`config.mk`:
```
export PLATFORM = sky130hd
export DESIGN_NAME = rgb_panel_timing
export DESIGN_NICKNAME = d
export VERILOG_FILES = /design/src/rtl/lcdt_pkg.sv /design/src/rtl/lcdt_clkdiv.sv /design/src/rtl/lcdt_axis.sv /design/src/rtl/lcdt_fmark.sv /design/src/rtl/rgb_panel_timing.sv
export SDC_FILE = /design/constraint.sdc
export NUM_CORES = 1
export LEC_CHECK = 0
export ABC_AREA = 1
export BUFFER_PORTS_ARGS = -buffer_cell sky130_fd_sc_hd__buf_2
export CAP_MARGIN = 20
export CORE_MARGIN = 2
export CORE_UTILIZATION = 50
export DETAILED_ROUTE_END_ITERATION = 8
export PLACE_DENSITY = 0.69
export SYNTH_ARGS = -nofsm -noshare
export SYNTH_HDL_FRONTEND = slang
export SYNTH_SLANG_ARGS = --single-unit
export TNS_END_PERCENT = 50
```
`constraint.sdc`:
```
create_clock -name clk -period 7.2 [get_ports clk]
set_input_delay 1.44 -clock clk [delete_from_list [all_inputs] [get_ports clk]]
set_output_delay 1.44 -clock clk [all_outputs]
set_load 0.05 [all_outputs]
```
`src/rtl/lcdt_pkg.sv`:
```
package lcdt_pkg;
    // geometry field width, divider width, marker field widths
    parameter int FW = 10;
    parameter int DW = 8;
    parameter int MW = 8;
    parameter int RW = 4;
    parameter int CW = FW + 2;

    typedef enum logic {ST_IDLE = 1'b0, ST_RUN = 1'b1} run_e;

    typedef struct packed {
        logic [FW-1:0] hsw;
        logic [FW-1:0] hbp;
        logic [FW-1:0] hact;
        logic [FW-1:0] hfp;
        logic [FW-1:0] vsw;
        logic [FW-1:0] vbp;
        logic [FW-1:0] vact;
        logic [FW-1:0] vfp;
        logic [DW-1:0] div;
        logic          free_run;
        logic          hs_pol;
        logic          vs_pol;
        logic          vs_en;
        logic          fm_en;
        logic          fm_pol;
        logic [RW-1:0] fm_rate;
        logic [MW-1:0] fm_gap;
        logic [MW-1:0] fm_len;
    } cfg_t;
endpackage

```
`src/rtl/lcdt_clkdiv.sv`:
```
module lcdt_clkdiv #(
    parameter int DW = 8
) (
    input  logic          clk,
    input  logic          rst_n,
    input  logic          run,
    input  logic          restart,
    input  logic [DW-1:0] div,
    output logic          ce
);
    typedef struct packed {
        logic [DW-1:0] cnt;
    } div_st_t;

    div_st_t       div_q, div_d;
    logic [DW-1:0] div_eff;

    always_comb begin
        div_d   = div_q;
        div_eff = (div == '0) ? {{(DW-1){1'b0}}, 1'b1} : div;
        ce      = run && (div_q.cnt >= div_eff);
        if (restart || !run) begin
            div_d.cnt = '0;
        end else if (ce) begin
            div_d.cnt = '0;
        end else begin
            div_d.cnt = div_q.cnt + 1'b1;
        end
    end

    always_ff @(posedge clk or negedge rst_n) begin
        if (!rst_n) div_q <= '0;
        else        div_q <= div_d;
    end


    ce_spacing_chk: assert property (@(posedge clk) disable iff (!rst_n)
        ce |=> !ce);
endmodule

```
`src/rtl/lcdt_axis.sv`:
```
module lcdt_axis #(
    parameter int FW = 10,
    parameter int CW = FW + 2
) (
    input  logic [FW-1:0] sw,
    input  logic [FW-1:0] bp,
    input  logic [FW-1:0] act,
    input  logic [FW-1:0] fp,
    input  logic [CW-1:0] pos,
    output logic          in_sync,
    output logic          in_act,
    output logic          last,
    output logic [FW-1:0] rel
);
    logic [CW-1:0] sync_end;
    logic [CW-1:0] act_beg;
    logic [CW-1:0] act_end;
    logic [CW-1:0] total;

    always_comb begin
        sync_end = CW'(sw) + CW'(1);
        act_beg  = sync_end + CW'(bp) + CW'(1);
        act_end  = act_beg + CW'(act) + CW'(1);
        total    = act_end + CW'(fp) + CW'(1);
        in_sync  = pos < sync_end;
        in_act   = (pos >= act_beg) && (pos < act_end);
        last     = pos == (total - CW'(1));
        rel      = in_act ? FW'(pos - act_beg) : '0;
    end
endmodule

```
`src/rtl/lcdt_fmark.sv`:
```
module lcdt_fmark #(
    parameter int CW = 12,
    parameter int RW = 4,
    parameter int MW = 8
) (
    input  logic          clk,
    input  logic          rst_n,
    input  logic          start,
    input  logic          wrap,
    input  logic          run,
    input  logic          en,
    input  logic          pol,
    input  logic [RW-1:0] rate,
    input  logic [MW-1:0] gap,
    input  logic [MW-1:0] len,
    input  logic [CW-1:0] fp_line,
    input  logic [CW-1:0] line,
    output logic          fmark
);
    typedef struct packed {
        logic [RW-1:0] fcnt;
    } fm_st_t;

    fm_st_t      fm_q, fm_d;
    logic [CW:0] win_beg;
    logic [CW:0] win_end;
    logic        on;

    always_comb begin
        fm_d = fm_q;
        if (start) begin
            fm_d.fcnt = '0;
        end else if (wrap) begin
            fm_d.fcnt = (fm_q.fcnt >= rate) ? '0 : fm_q.fcnt + 1'b1;
        end
        win_beg = {1'b0, fp_line} + (CW+1)'(gap);
        win_end = win_beg + (CW+1)'(len) + (CW+1)'(1);
        on      = run && en && (fm_q.fcnt == '0) &&
                  ({1'b0, line} >= win_beg) && ({1'b0, line} < win_end);
        fmark   = on ^ pol;
    end

    always_ff @(posedge clk or negedge rst_n) begin
        if (!rst_n) fm_q <= '0;
        else        fm_q <= fm_d;
    end


    fm_cnt_range_chk: assert property (@(posedge clk) disable iff (!rst_n)
        (run && wrap && (fm_q.fcnt >= rate)) |=> (fm_q.fcnt == '0));
endmodule

```
`src/rtl/rgb_panel_timing.sv`:
```
module rgb_panel_timing (
    input  logic                    clk,
    input  logic                    rst_n,
    input  logic                    video_en,
    input  logic                    free_run,
    input  logic                    hs_pol,
    input  logic                    vs_pol,
    input  logic                    vs_out_en,
    input  logic [lcdt_pkg::FW-1:0] h_sync_len,
    input  logic [lcdt_pkg::FW-1:0] h_back_len,
    input  logic [lcdt_pkg::FW-1:0] h_act_len,
    input  logic [lcdt_pkg::FW-1:0] h_front_len,
    input  logic [lcdt_pkg::FW-1:0] v_sync_len,
    input  logic [lcdt_pkg::FW-1:0] v_back_len,
    input  logic [lcdt_pkg::FW-1:0] v_act_len,
    input  logic [lcdt_pkg::FW-1:0] v_front_len,
    input  logic [lcdt_pkg::DW-1:0] clk_div,
    input  logic                    fm_en,
    input  logic                    fm_pol,
    input  logic [lcdt_pkg::RW-1:0] fm_rate,
    input  logic [lcdt_pkg::MW-1:0] fm_gap,
    input  logic [lcdt_pkg::MW-1:0] fm_len,
    output logic                    pix_ce,
    output logic                    hsync,
    output logic                    vsync,
    output logic                    de,
    output logic                    fmark,
    output logic [lcdt_pkg::FW-1:0] pix_x,
    output logic [lcdt_pkg::FW-1:0] pix_y
);
    localparam int FW    = lcdt_pkg::FW;
    localparam int DW    = lcdt_pkg::DW;
    localparam int MW    = lcdt_pkg::MW;
    localparam int RW    = lcdt_pkg::RW;
    localparam int CW    = lcdt_pkg::CW;
    localparam int NAXIS = 2;

    typedef struct packed {
        lcdt_pkg::run_e st;
        logic [CW-1:0]  h;
        logic [CW-1:0]  v;
        lcdt_pkg::cfg_t sh;
    } tg_st_t;

    tg_st_t         q, d;
    lcdt_pkg::cfg_t live;
    logic           running;
    logic           start;
    logic           adv;
    logic           wrap;
    logic [CW-1:0]  fp_line;

    logic [NAXIS-1:0][FW-1:0] ax_sw, ax_bp, ax_act, ax_fp, ax_rel;
    logic [NAXIS-1:0][CW-1:0] ax_pos;
    logic [NAXIS-1:0]         ax_sync, ax_in, ax_last;

    always_comb begin
        live.hsw      = h_sync_len;
        live.hbp      = h_back_len;
        live.hact     = h_act_len;
        live.hfp      = h_front_len;
        live.vsw      = v_sync_len;
        live.vbp      = v_back_len;
        live.vact     = v_act_len;
        live.vfp      = v_front_len;
        live.div      = clk_div;
        live.free_run = free_run;
        live.hs_pol   = hs_pol;
        live.vs_pol   = vs_pol;
        live.vs_en    = vs_out_en;
        live.fm_en    = fm_en;
        live.fm_pol   = fm_pol;
        live.fm_rate  = fm_rate;
        live.fm_gap   = fm_gap;
        live.fm_len   = fm_len;
    end

    always_comb begin
        ax_sw[0]  = q.sh.hsw;  ax_sw[1]  = q.sh.vsw;
        ax_bp[0]  = q.sh.hbp;  ax_bp[1]  = q.sh.vbp;
        ax_act[0] = q.sh.hact; ax_act[1] = q.sh.vact;
        ax_fp[0]  = q.sh.hfp;  ax_fp[1]  = q.sh.vfp;
        ax_pos[0] = q.h;       ax_pos[1] = q.v;
    end

    for (genvar a = 0; a < NAXIS; a++) begin : g_axis
        lcdt_axis #(.FW(FW), .CW(CW)) u_axis (
            .sw      (ax_sw[a]),
            .bp      (ax_bp[a]),
            .act     (ax_act[a]),
            .fp      (ax_fp[a]),
            .pos     (ax_pos[a]),
            .in_sync (ax_sync[a]),
            .in_act  (ax_in[a]),
            .last    (ax_last[a]),
            .rel     (ax_rel[a])
        );
    end

    assign running = (q.st == lcdt_pkg::ST_RUN);

    lcdt_clkdiv #(.DW(DW)) u_div (
        .clk     (clk),
        .rst_n   (rst_n),
        .run     (q.sh.free_run || running),
        .restart (start),
        .div     (q.sh.div),
        .ce      (pix_ce)
    );

    always_comb begin
        d       = q;
        start   = (q.st == lcdt_pkg::ST_IDLE) && video_en;
        adv     = running && pix_ce;
        wrap    = adv && ax_last[0] && ax_last[1];
        fp_line = CW'(q.sh.vsw) + CW'(q.sh.vbp) + CW'(q.sh.vact) + CW'(3);

        if (!running || wrap) begin
            d.sh = live;
        end
        if (start) begin
            d.st = lcdt_pkg::ST_RUN;
            d.h  = '0;
            d.v  = '0;
        end else if (adv) begin
            if (ax_last[0]) begin
                d.h = '0;
                d.v = ax_last[1] ? '0 : q.v + CW'(1);
            end else begin
                d.h = q.h + CW'(1);
            end
            if (wrap && !video_en) begin
                d.st = lcdt_pkg::ST_IDLE;
            end
        end
    end

    always_ff @(posedge clk or negedge rst_n) begin
        if (!rst_n) q <= '0;
        else        q <= d;
    end

    lcdt_fmark #(.CW(CW), .RW(RW), .MW(MW)) u_fmark (
        .clk     (clk),
        .rst_n   (rst_n),
        .start   (start),
        .wrap    (wrap),
        .run     (running),
        .en      (q.sh.fm_en),
        .pol     (q.sh.fm_pol),
        .rate    (q.sh.fm_rate),
        .gap     (q.sh.fm_gap),
        .len     (q.sh.fm_len),
        .fp_line (fp_line),
        .line    (q.v),
        .fmark   (fmark)
    );

    always_comb begin
        hsync = (running && ax_sync[0]) ^ q.sh.hs_pol;
        vsync = (running && ax_sync[1] && q.sh.vs_en) ^ q.sh.vs_pol;
        de    = running && ax_in[0] && ax_in[1];
        pix_x = de ? ax_rel[0] : '0;
        pix_y = de ? ax_rel[1] : '0;
    end


    h_hold_chk: assert property (@(posedge clk) disable iff (!rst_n)
        (running && !pix_ce) |=> $stable(q.h));


    h_wrap_chk: assert property (@(posedge clk) disable iff (!rst_n)
        (running && pix_ce && ax_last[0]) |=> (q.h == '0));


    v_step_chk: assert property (@(posedge clk) disable iff (!rst_n)
        (running && pix_ce && ax_last[0] && !ax_last[1]) |=> (q.v == $past(q.v) + CW'(1)));


    de_no_hsync_chk: assert property (@(posedge clk) disable iff (!rst_n)
        de |-> (hsync == q.sh.hs_pol));


    fmark_de_chk: assert property (@(posedge clk) disable iff (!rst_n)
        (fmark != q.sh.fm_pol) |-> !de);


    stop_at_end_chk: assert property (@(posedge clk) disable iff (!rst_n)
        (!running && $past(running)) |-> $past(ax_last[0] && ax_last[1] && pix_ce));
endmodule

```
==> results.json, run 1 <==
{
  "status": "complete, no violations",
  "critical_path_class": "reg -> out",
  "synthCells": 2068,
  "min_path_type": "reg -> reg",
  "die_w_um": 175.6,
  "r2r-start": "ax_sw[10]$_DFFE_PN0P_",
  "leakage_nw": 9.247,
  "synth_area_leaders": "dfrtp_1 26%, ha_1 17%, nand2_1 16%",
  "r2r_slack_ns": 0.64,
  "rr_worst_depth": 31,
  "slowest_delay_ns": 0.40,
  "min_to": "u_div.div_q[0]$_DFF_PN0_",
  "yosys.cell_count.top_type": "nand2_1",
  "critPathMaxFanout": 10,
  "core_um2": 28860,
  "cap_violations": 0,
  "yosys-top-cells-count": "614 x nand2_1, 284 x inv_1, 231 x nand3_1",
  "critPathArrivalTime_ns": 5.47,
  "num_vias": 14060,
  "antenna_found_initial": 0,
  "fin_util_pct": 58.84,
  "synth_edf_count": 0,
  "synthArstFlopShare_pct": 100.0,
  "clk_pin_slew_ns": 0.08,
  "fin_crit_ns": 6.912,
  "grt_use_met3_pct": 3.485,
  "yosys_warnings": 0,
  "seq_area_frac_synth_pct": 25.66,
  "place_ws_ns": 0.2562,
  "diodes": 0,
  "grt.overflow.total": 0,
  "grtUsageMet2_pct": 47.80,
  "fp.dieArea_um2": 30840,
  "grt_pass1_vias": 13730,
  "synth_nets": 2407,
  "fin_nets": 2545,
  "holdPathStages": 1,
  "synth.avg_cell_area_um2": 7.122,
  "power_density_nw_per_um2": 108.2,
  "fin_cells": 2603,
  "clock_sinks": 151,
  "setup_viol": 0,
  "initial_core_util_pct": 51.04,
  "dp_cells": 2556,
  "peakVddDrop_mv": 0.1502,
  "total_power_mw": 1.837,
  "ant_nets": 0,
  "cts_made_buffers": 17,
  "boundaryPins": 142,
  "max_freq_mhz": 144.7,
  "hold_viol_final": 0,
  "drt-initial-drc-count": 924,
  "yosysUniqueCellTypes": 52,
  "holdWs_ns": 0.5033,
  "synth_top_area_cell": "dfrtp_1",
  "area_growth_pct": 15.29,
  "busiest_layer": "met2",
  "yosys_most_used_dff": "dfrtp_1",
  "clock-root-buffer": "clkbuf_16",
  "ctsHoldBuffers": 0,
  "place_hpwl_mm": 31.48,
  "cts_max_path_buffers": 2,
  "place_congestion": 0.9088,
  "setup_slack_ns": 0.2879,
  "cp_common_cell": "nand2_1",
  "placed_area_um2": 15720,
  "cp-end-kind": "output pin",
  "drt-total-wl_mm": 40.81,
  "r2r-end": "ax_fp[16]$_DFFE_PN0P_",
  "cp-start-kind": "register",
  "grt_pass1_wl_mm": 66.35,
  "finalSetupTns_ns": 0,
  "viasPerCell": 5.400,
  "clock_skew_ns": 0.02174,
  "drive_above_1_share_pct": 13.65,
  "grt_max_degree": 99,
  "dieHeight_um": 175.6,
  "ys_ff_latch": 151,
  "slew_headroom_pct": 36.18,
  "htree_levels": 4,
  "required_ns": 5.76,
  "clk_latency_ns": 0.46,
  "min_from": "u_div.div_q[0]$_DFF_PN0_",
  "wire_per_inst_um": 15.68,
  "cts_tree": "done",
  "slowest_stage": "dfrtp_2",
  "drc": 0,
  "worstMarginPinSlew_ns": 0.9538,
  "synth.top_cell.area_share_pct": 25.66,
  "grt_usage_pct": 26.85,
  "grtUsageMet1_pct": 32.46,
  "netlist_area_um2": 14730,
  "port_buffers": 141,
  "core.rowCount": 62,
  "maxSlewViolCount": 0,
  "drtPass1Iterations": 5,
  "min_period_over_period_pct": 96.00,
  "fin_area_um2": 16980
}
[worst max path at each step]
stage	from	end	cells past startpoint
3_3_place_gp	ax_sw[10]$_DFFE_PN0P_	pix_x[9]	35
5_1_grt	ax_sw[10]$_DFFE_PN0P_	pix_x[0]	33
2_1_floorplan	ax_sw[10]$_DFFE_PN0P_	fmark	25
6_report	ax_sw[2]$_DFFE_PN0P_	pix_x[9]	30
4_1_cts	ax_sw[10]$_DFFE_PN0P_	pix_x[7]	33
3_5_place_dp	ax_sw[10]$_DFFE_PN0P_	pix_x[7]	33
[state kept, by name (all words and copies together), names as in the netlist]
| name | flops |
|---|---|
| ax_act | 20 |
| ax_bp | 20 |
| ax_fp | 20 |
| ax_pos | 24 |
| ax_sw | 20 |
| q | 34 |
| running | 1 |
| u_div.div_q | 8 |
| u_fmark.fm_q | 4 |
[area by class of cell]
type	instances	area [um^2]
clock inverters	15	177.7
well taps	384	480.5
multi-input cells	1582	9998
fillers	2712	11880
inverters	289	1085
clock buffers	17	425.4
repair buffers	165	1028
flip-flops and latches	151	3785
[kinds of logic (layout without fill, tap and decap cells)]
kind of cell | Yosys count | in the layout | share of synthesized area [%]
adder cells (fa/ha/maj) | 222 | 222 | 20.24
buffers and inverters | 335 | 486 | 9.268
flip-flops | 151 | 151 | 25.66
AND/OR/NAND/NOR | 1044 | 1044 | 30.50
XOR/XNOR | 101 | 101 | 6.006
AO/OA/AOI/OAI | 215 | 215 | 8.334
[power breakdown]
group,leakage [nW],total (mW),switching [mW],internal [mW]
clock network,0.291,0.941,0.472,0.470
registers,1.44,0.847,0,0.847
logic,7.52,0.0479,0.0256,0.0223
total,9.25,1.84,0.497,1.34
[worst max-delay path, delay by kind of cell, from the launching register on]
family	cells	cell delay (ns)
and+or+nand+nor	16	1.91
DFF	1	0.40
xor gates and xnor gates	2	0.35
AOI/OAI and AO/OA	4	0.84
buffers and inverters	5	0.56
adders and majority gates	3	0.93
[placed cells by master, fill, tap and decap left out, types with 10 or more instances in the layout]
master	n
nand2_1	612
inv_1	284
nand3_1	226
ha_1	182
dfrtp_1	148
buf_2	119
a21oi_1	89
nor2_1	89
xor2_1	54
o21ai_0	51
xnor2_1	32
nand4_1	31
fa_1	26
buf_4	25
nor2_2	22
buf_6	20
nor3_1	17
clkbuf_16	17
o21bai_1	14
nand3b_1	10
[per-layer routing]
metal	part of all wire [%]	wire, um
met2	50	20300
met4	4.0	1636
met5	0	0
met1	42	17160
met3	4.2	1712
[timing repair]
item / CTS / global route
resized for setup: 32 / 95
setup buffers: 0 / 15
setup endpoints to repair: 22 / 79
pin swaps: 1 / 14
Note: power is estimated with default switching activity, not from simulation.
==> inputs of run 2 (changes only) <==
--- a/config.mk
+++ b/config.mk
@@ -12,6 +12,7 @@
 export CORE_UTILIZATION = 50
 export DETAILED_ROUTE_END_ITERATION = 8
 export PLACE_DENSITY = 0.69
+export RECOVER_POWER = 50
 export SYNTH_ARGS = -nofsm -noshare
 export SYNTH_HDL_FRONTEND = slang
 export SYNTH_SLANG_ARGS = --single-unit
==> run 2 against run 1 <==
  * The run now ends with capacitance limit, slew limit left
  * Non-clock buffer count unchanged
  * Register-to-register slack lost 0.05 ns
  * Via count hardly changed
  * Sequential share of layout area is essentially flat
  * Design area about the same
  * Maximum frequency about the same
==> results.json, run 2 (synthesis results as in run 1) <==
{
  "slew_headroom_pct": -119.3,
  "drive_above_1_share_pct": 13.43,
  "clk_latency_ns": 0.46,
  "r2r-end": "ax_bp[10]$_DFFE_PN0P_",
  "cap_violations": 2,
  "clk_pin_slew_ns": 0.08,
  "path_delay_family": "simple AND/OR/NAND/NOR gates",
  "num_vias": 14050,
  "min_path_type": "reg -> reg",
  "startpoint": "ax_sw[2]$_DFFE_PN0P_",
  "cts_max_path_buffers": 2,
  "power_density_nw_per_um2": 108.4,
  "r2r-start": "ax_sw[10]$_DFFE_PN0P_",
  "antenna_found_initial": 0,
  "drt-total-wl_mm": 40.93,
  "viasPerCell": 5.399,
  "dieHeight_um": 175.6,
  "clock-root-buffer": "clkbuf_16",
  "pwr-share-comb_pct": 2.6,
  "maxSlewViolCount": 124,
  "fillers": 2714,
  "grt_pass1_wl_mm": 66.35,
  "initial_core_util_pct": 51.04,
  "critPathMaxFanout": 10,
  "min_from": "u_div.div_q[0]$_DFF_PN0_",
  "core.rowCount": 62,
  "slowest_stage": "dfrtp_2",
  "rr_worst_depth": 31,
  "fin_nets": 2545,
  "required_ns": 5.76,
  "fin_crit_ns": 6.915,
  "p_sw_share_pct": 27.15,
  "max_freq_mhz": 144.6,
  "min_to": "u_div.div_q[0]$_DFF_PN0_",
  "setup_viol": 0,
  "register_area_um2": 3782,
  "cp_common_cell": "nand2_1",
  "grt_pass1_vias": 13730,
  "grt_usage_pct": 26.85,
  "critPathArrivalTime_ns": 5.47,
  "clock_sinks": 151,
  "r2r_slack_ns": 0.59,
  "violations": "capacitance limit, slew limit",
  "placed_area_um2": 15720,
  "total_power_mw": 1.838,
  "peakVddDrop_mv": 0.1508,
  "critical_path_class": "reg -> out",
  "power.switching_uw": 499.1,
  "registers.top_by_ff_count": "q",
  "setup_slack_ns": 0.2853,
  "path_buf_inv": 5,
  "cts_made_buffers": 17,
  "grt.overflow.total": 0,
  "cp-end-kind": "output pin",
  "boundaryPins": 142,
  "drt-initial-drc-count": 947,
  "drc": 0,
  "fp.dieArea_um2": 30840,
  "wire_per_inst_um": 15.72,
  "holdPathStages": 1,
  "ant_nets": 0,
  "htree_levels": 4,
  "die_w_um": 175.6,
  "worstMarginPinSlew_ns": 3.289,
  "cellInternalPower_mw": 1.339,
  "status": "complete, but fails checks",
  "diodes": 0,
  "fin_util_pct": 58.79,
  "cp-start-kind": "register",
  "clock_skew_ns": 0.02100,
  "ctsHoldBuffers": 0,
  "clock_power_share_pct": 51.3,
  "slowest_delay_ns": 0.40,
  "seq_power_share_pct": 46.1,
  "leakage_nw": 9.230,
  "port_buffers": 141,
  "place_ws_ns": 0.2562,
  "core_um2": 28860,
  "layout_common_cells": "612 x nand2_1, 284 x inv_1, 226 x nand3_1",
  "min_period_over_period_pct": 96.04,
  "place_hpwl_mm": 31.48,
  "grt_max_degree": 99,
  "place_congestion": 0.9088,
  "multi_input_area_um2": 9998,
  "area_growth_pct": 15.20,
  "fin_area_um2": 16970,
  "largest_register_ffs": 34,
  "cts_tree": "done",
  "drtPass1Iterations": 5,
  "hold_viol_final": 0,
  "layout_commonest_cell": "nand2_1"
}
==> run 2: cell types whose count changed in the layout (fill, tap and decap cells not counted), sizes merged <==
cell	before	now
clkbuf	17	22
buf	165	160
==> run 2: worst max-delay path by stage <==
| stage | endpoint | slack, ns | depth (start not counted) |
|---|---|---|---|
| 2_1_floorplan | fmark | 0.79 | 25 |
| 3_3_place_gp | pix_x[9] | 0.22 | 35 |
| 3_5_place_dp | pix_x[7] | 0.26 | 33 |
| 4_1_cts | pix_x[7] | 0.0007 | 33 |
| 5_1_grt | pix_x[0] | -0.04 | 33 |
| 6_report | pix_x[9] | 0.29 | 30 |
==> run 2: repair_timing <==
item | 4_1_cts | 5_1_grt
gates resized for setup | 32 | 95
setup buffers | 0 | 15
setup endpoints to repair | 22 | 79
pin swaps | 1 | 14
==> run 2: final cells by class <==
type / instances / area share [%]
clock buffers: 17 / 2.507
clock inverters: 15 / 1.047
inverters: 289 / 6.394
multi-input cells: 1582 / 58.93
flip-flops and latches: 151 / 22.29
well taps: 384 / 2.832
repair buffers: 165 / 5.996
==> run 2: power by group through the flow <==
stage / clock, mW / sequential (mW) / combinational, mW
floorplan: 0 / 0.864 / 0.000169
global placement: 0 / 0.864 / 0.0494
detailed placement: 0 / 0.864 / 0.0499
CTS: 0.963 / 0.847 / 0.0498
global route: 0.988 / 0.847 / 0.0548
finish: 0.943 / 0.847 / 0.0477
==> run 2: through the flow <==
stage / setup TNS, ns / hold slack, ns / cells
2_1_floorplan: 0 / 0.4659 / 2068
3_3_place_gp: 0 / 0.4885 / 2556
3_5_place_dp: 0 / 0.4951 / 2556
4_1_cts: 0 / 0.5070 / 2588
5_1_grt: -0.2220 / 0.5361 / 2603
6_report: 0 / 0.5033 / 2603
==> run 2: routing by layer <==
metal	global-route usage (%)	vias to the layer above	part of all wire, %
met5	0	-	0
met4	11.71	0	4.0
li1	-	6992	-
met3	3.485	100	4.3
met1	32.46	6604	42
met2	47.80	358	50
==> inputs of run 3 (changes only) <==
==> constraint.sdc (replaced) <==
create_clock -name clk -period 6.41 [get_ports clk]
set_input_delay 1.282 -clock clk [delete_from_list [all_inputs] [get_ports clk]]
set_output_delay 1.282 -clock clk [all_outputs]
set_load 0.01 [all_outputs]
==> run 3 against run 2 <==
  * The run ends with capacitance limit, slew limit, setup timing left
  * Largest cell class unchanged
  * Cell count rose by 3.2%
  * Sequential power rose by 13%
  * Global-route usage rose by 1.1 points
  * Die area did not move
  * Wire length rose by 13%
  * Via count rose by 5.3%
  * Worst hold slack improved by 0.0038 ns
  * First-iteration DRC count rose by 6.3%
  * Critical path type unchanged
  * Combinational power rose by 14%
  * Largest power group unchanged
  * Design area rose by 9.6%
  * Flip-flop and latch count did not move
  * Setup slack got worse by 0.49 ns
==> results.json, run 3 (synthesis results as in run 1) <==
{
  "viasPerCell": 5.509,
  "required_ns": 5.13,
  "grt_pass1_vias": 14110,
  "fillers": 2432,
  "ant_nets": 0,
  "cp-end-kind": "output pin",
  "grt_usage_pct": 27.92,
  "path_delay_family": "adder cells",
  "register_area_um2": 3792,
  "grt_max_degree": 152,
  "placed_area_um2": 15860,
  "clock-root-buffer": "clkbuf_16",
  "fin_area_um2": 18590,
  "htree_levels": 4,
  "peakVddDrop_mv": 0.1656,
  "grt.overflow.total": 0,
  "multi_input_area_um2": 10710,
  "drt-total-wl_mm": 46.43,
  "dieHeight_um": 175.6,
  "largest_register_ffs": 34,
  "drt-initial-drc-count": 1007,
  "layout_common_cells": "588 x nand2_1, 272 x inv_1, 222 x nand3_1",
  "busiest_layer": "met2",
  "cap_violations": 1,
  "critical_path_class": "reg -> out",
  "grt_pass1_wl_mm": 68.77,
  "hold_viol_final": 0,
  "path_buf_inv": 7,
  "max_freq_mhz": 151.2,
  "critPathArrivalTime_ns": 5.33,
  "diodes": 0,
  "setup_slack_ns": -0.2051,
  "fin_crit_ns": 6.615,
  "critPathMaxFanout": 4,
  "port_buffers": 141,
  "cp-start-kind": "register",
  "die_w_um": 175.6,
  "core_um2": 28860,
  "drtPass1Iterations": 6,
  "slowest_delay_ns": 0.53,
  "slew_headroom_pct": -158.7,
  "cts_tree": "done",
  "r2r_slack_ns": 0.14,
  "clock_sinks": 151,
  "min_period_over_period_pct": 103.2,
  "violations": "capacitance limit, slew limit, setup timing",
  "layout_commonest_cell": "nand2_1",
  "drive_above_1_share_pct": 21.23,
  "grt_use_met3_pct": 3.377,
  "cp_common_cell": "nand2_1",
  "place_hpwl_mm": 30.87,
  "clk_latency_ns": 0.47,
  "cts_max_path_buffers": 2,
  "grtUsageMet2_pct": 50.39,
  "clk_pin_slew_ns": 0.06,
  "num_vias": 14800,
  "worstMarginPinSlew_ns": 3.881,
  "initial_core_util_pct": 51.04,
  "cts_made_buffers": 17,
  "setup_viol": 22,
  "fin_util_pct": 64.42,
  "status": "complete, but fails checks",
  "ctsHoldBuffers": 0,
  "core.rowCount": 62,
  "maxSlewViolCount": 152,
  "area_growth_pct": 26.22,
  "fin_nets": 2629,
  "leakage_nw": 9.899,
  "place_congestion": 0.9481,
  "grtUsageMet1_pct": 33.62,
  "drc": 0,
  "clock_skew_ns": 0.02267,
  "wire_per_inst_um": 17.28,
  "antenna_found_initial": 0,
  "slowest_stage": "fa_1",
  "min_path_type": "reg -> reg",
  "boundaryPins": 142,
  "rsz0062_at_grt": "yes",
  "power_density_nw_per_um2": 120.4,
  "fp.dieArea_um2": 30840,
  "registers.top_by_ff_count": "q",
  "holdWs_ns": 0.5071
}
## run 3: cell count changes in the layout (fill, tap and decap cells not counted), moves of 11 or more
cell     previous run  this run
nor2_4              3        17
nand2_2             5        24
inv_2               3        15
buf_4              23        84
inv_1             284       272
ha_1              182       164
a21oi_1            89        78
nand2_1           612       588
ha_4                8        26
buf_2             116       131
## run 3: path summary, 6_finish.rpt
path | start | end | depth (start not counted)
setup / recovery | q[10]$_DFFE_PN0P_ | fmark | 30
min in group asynchronous | rst_n | ax_fp[15]$_DFFE_PN0P_ | 2
setup reg to reg | ax_sw[10]$_DFFE_PN0P_ | ax_bp[6]$_DFFE_PN0P_ | 47
max in group asynchronous | rst_n | running$_DFFE_PN0P_ | 2
hold reg to reg | u_div.div_q[0]$_DFF_PN0_ | u_div.div_q[0]$_DFF_PN0_ | 1
hold / removal | u_div.div_q[0]$_DFF_PN0_ | u_div.div_q[0]$_DFF_PN0_ | 1
## run 3: area by class of cell
class / count / area share (%)
Clock buffer: 18 / 2.309
Timing Repair Buffer: 247 / 9.780
Multi-Input combinational cell: 1584 / 57.64
Inverter: 289 / 5.836
Clock inverter: 14 / 1.454
Sequential cell: 151 / 20.40
Tap cell: 384 / 2.585
## run 3: power by group
group,total (mW),switching [mW],leakage [nW],internal (mW)
registers,0.953,0,1.43,0.953
logic,0.0546,0.0298,8.13,0.0248
clock network,1.23,0.457,0.335,0.774
total,2.24,0.487,9.90,1.75
## run 3: layer usage
metal,routed length [um],vias to the layer above
met1,18870,7002
li1,-,7168
met4,1827,0
met5,0,-
met3,2283,119
met2,23450,514
## run 3: repair_timing
action                     CTS  global route
gates resized for setup     93           166
pin swaps                   40            49
setup endpoints to repair   22           153
cloned                       2            11
buffers inserted            46            26
## run 3: stage by stage
step	instances	TNS [ns]	worst slack, ns	power [mW]
floorplan	2068	0	0.3985	0.9711
global placement	2571	0	0.1140	1.027
detailed placement	2571	0	0.04061	1.028
CTS	2651	-1.038	-0.07039	2.248
global route	2687	-23.70	-0.4211	2.294
finish	2687	-2.181	-0.2051	2.239
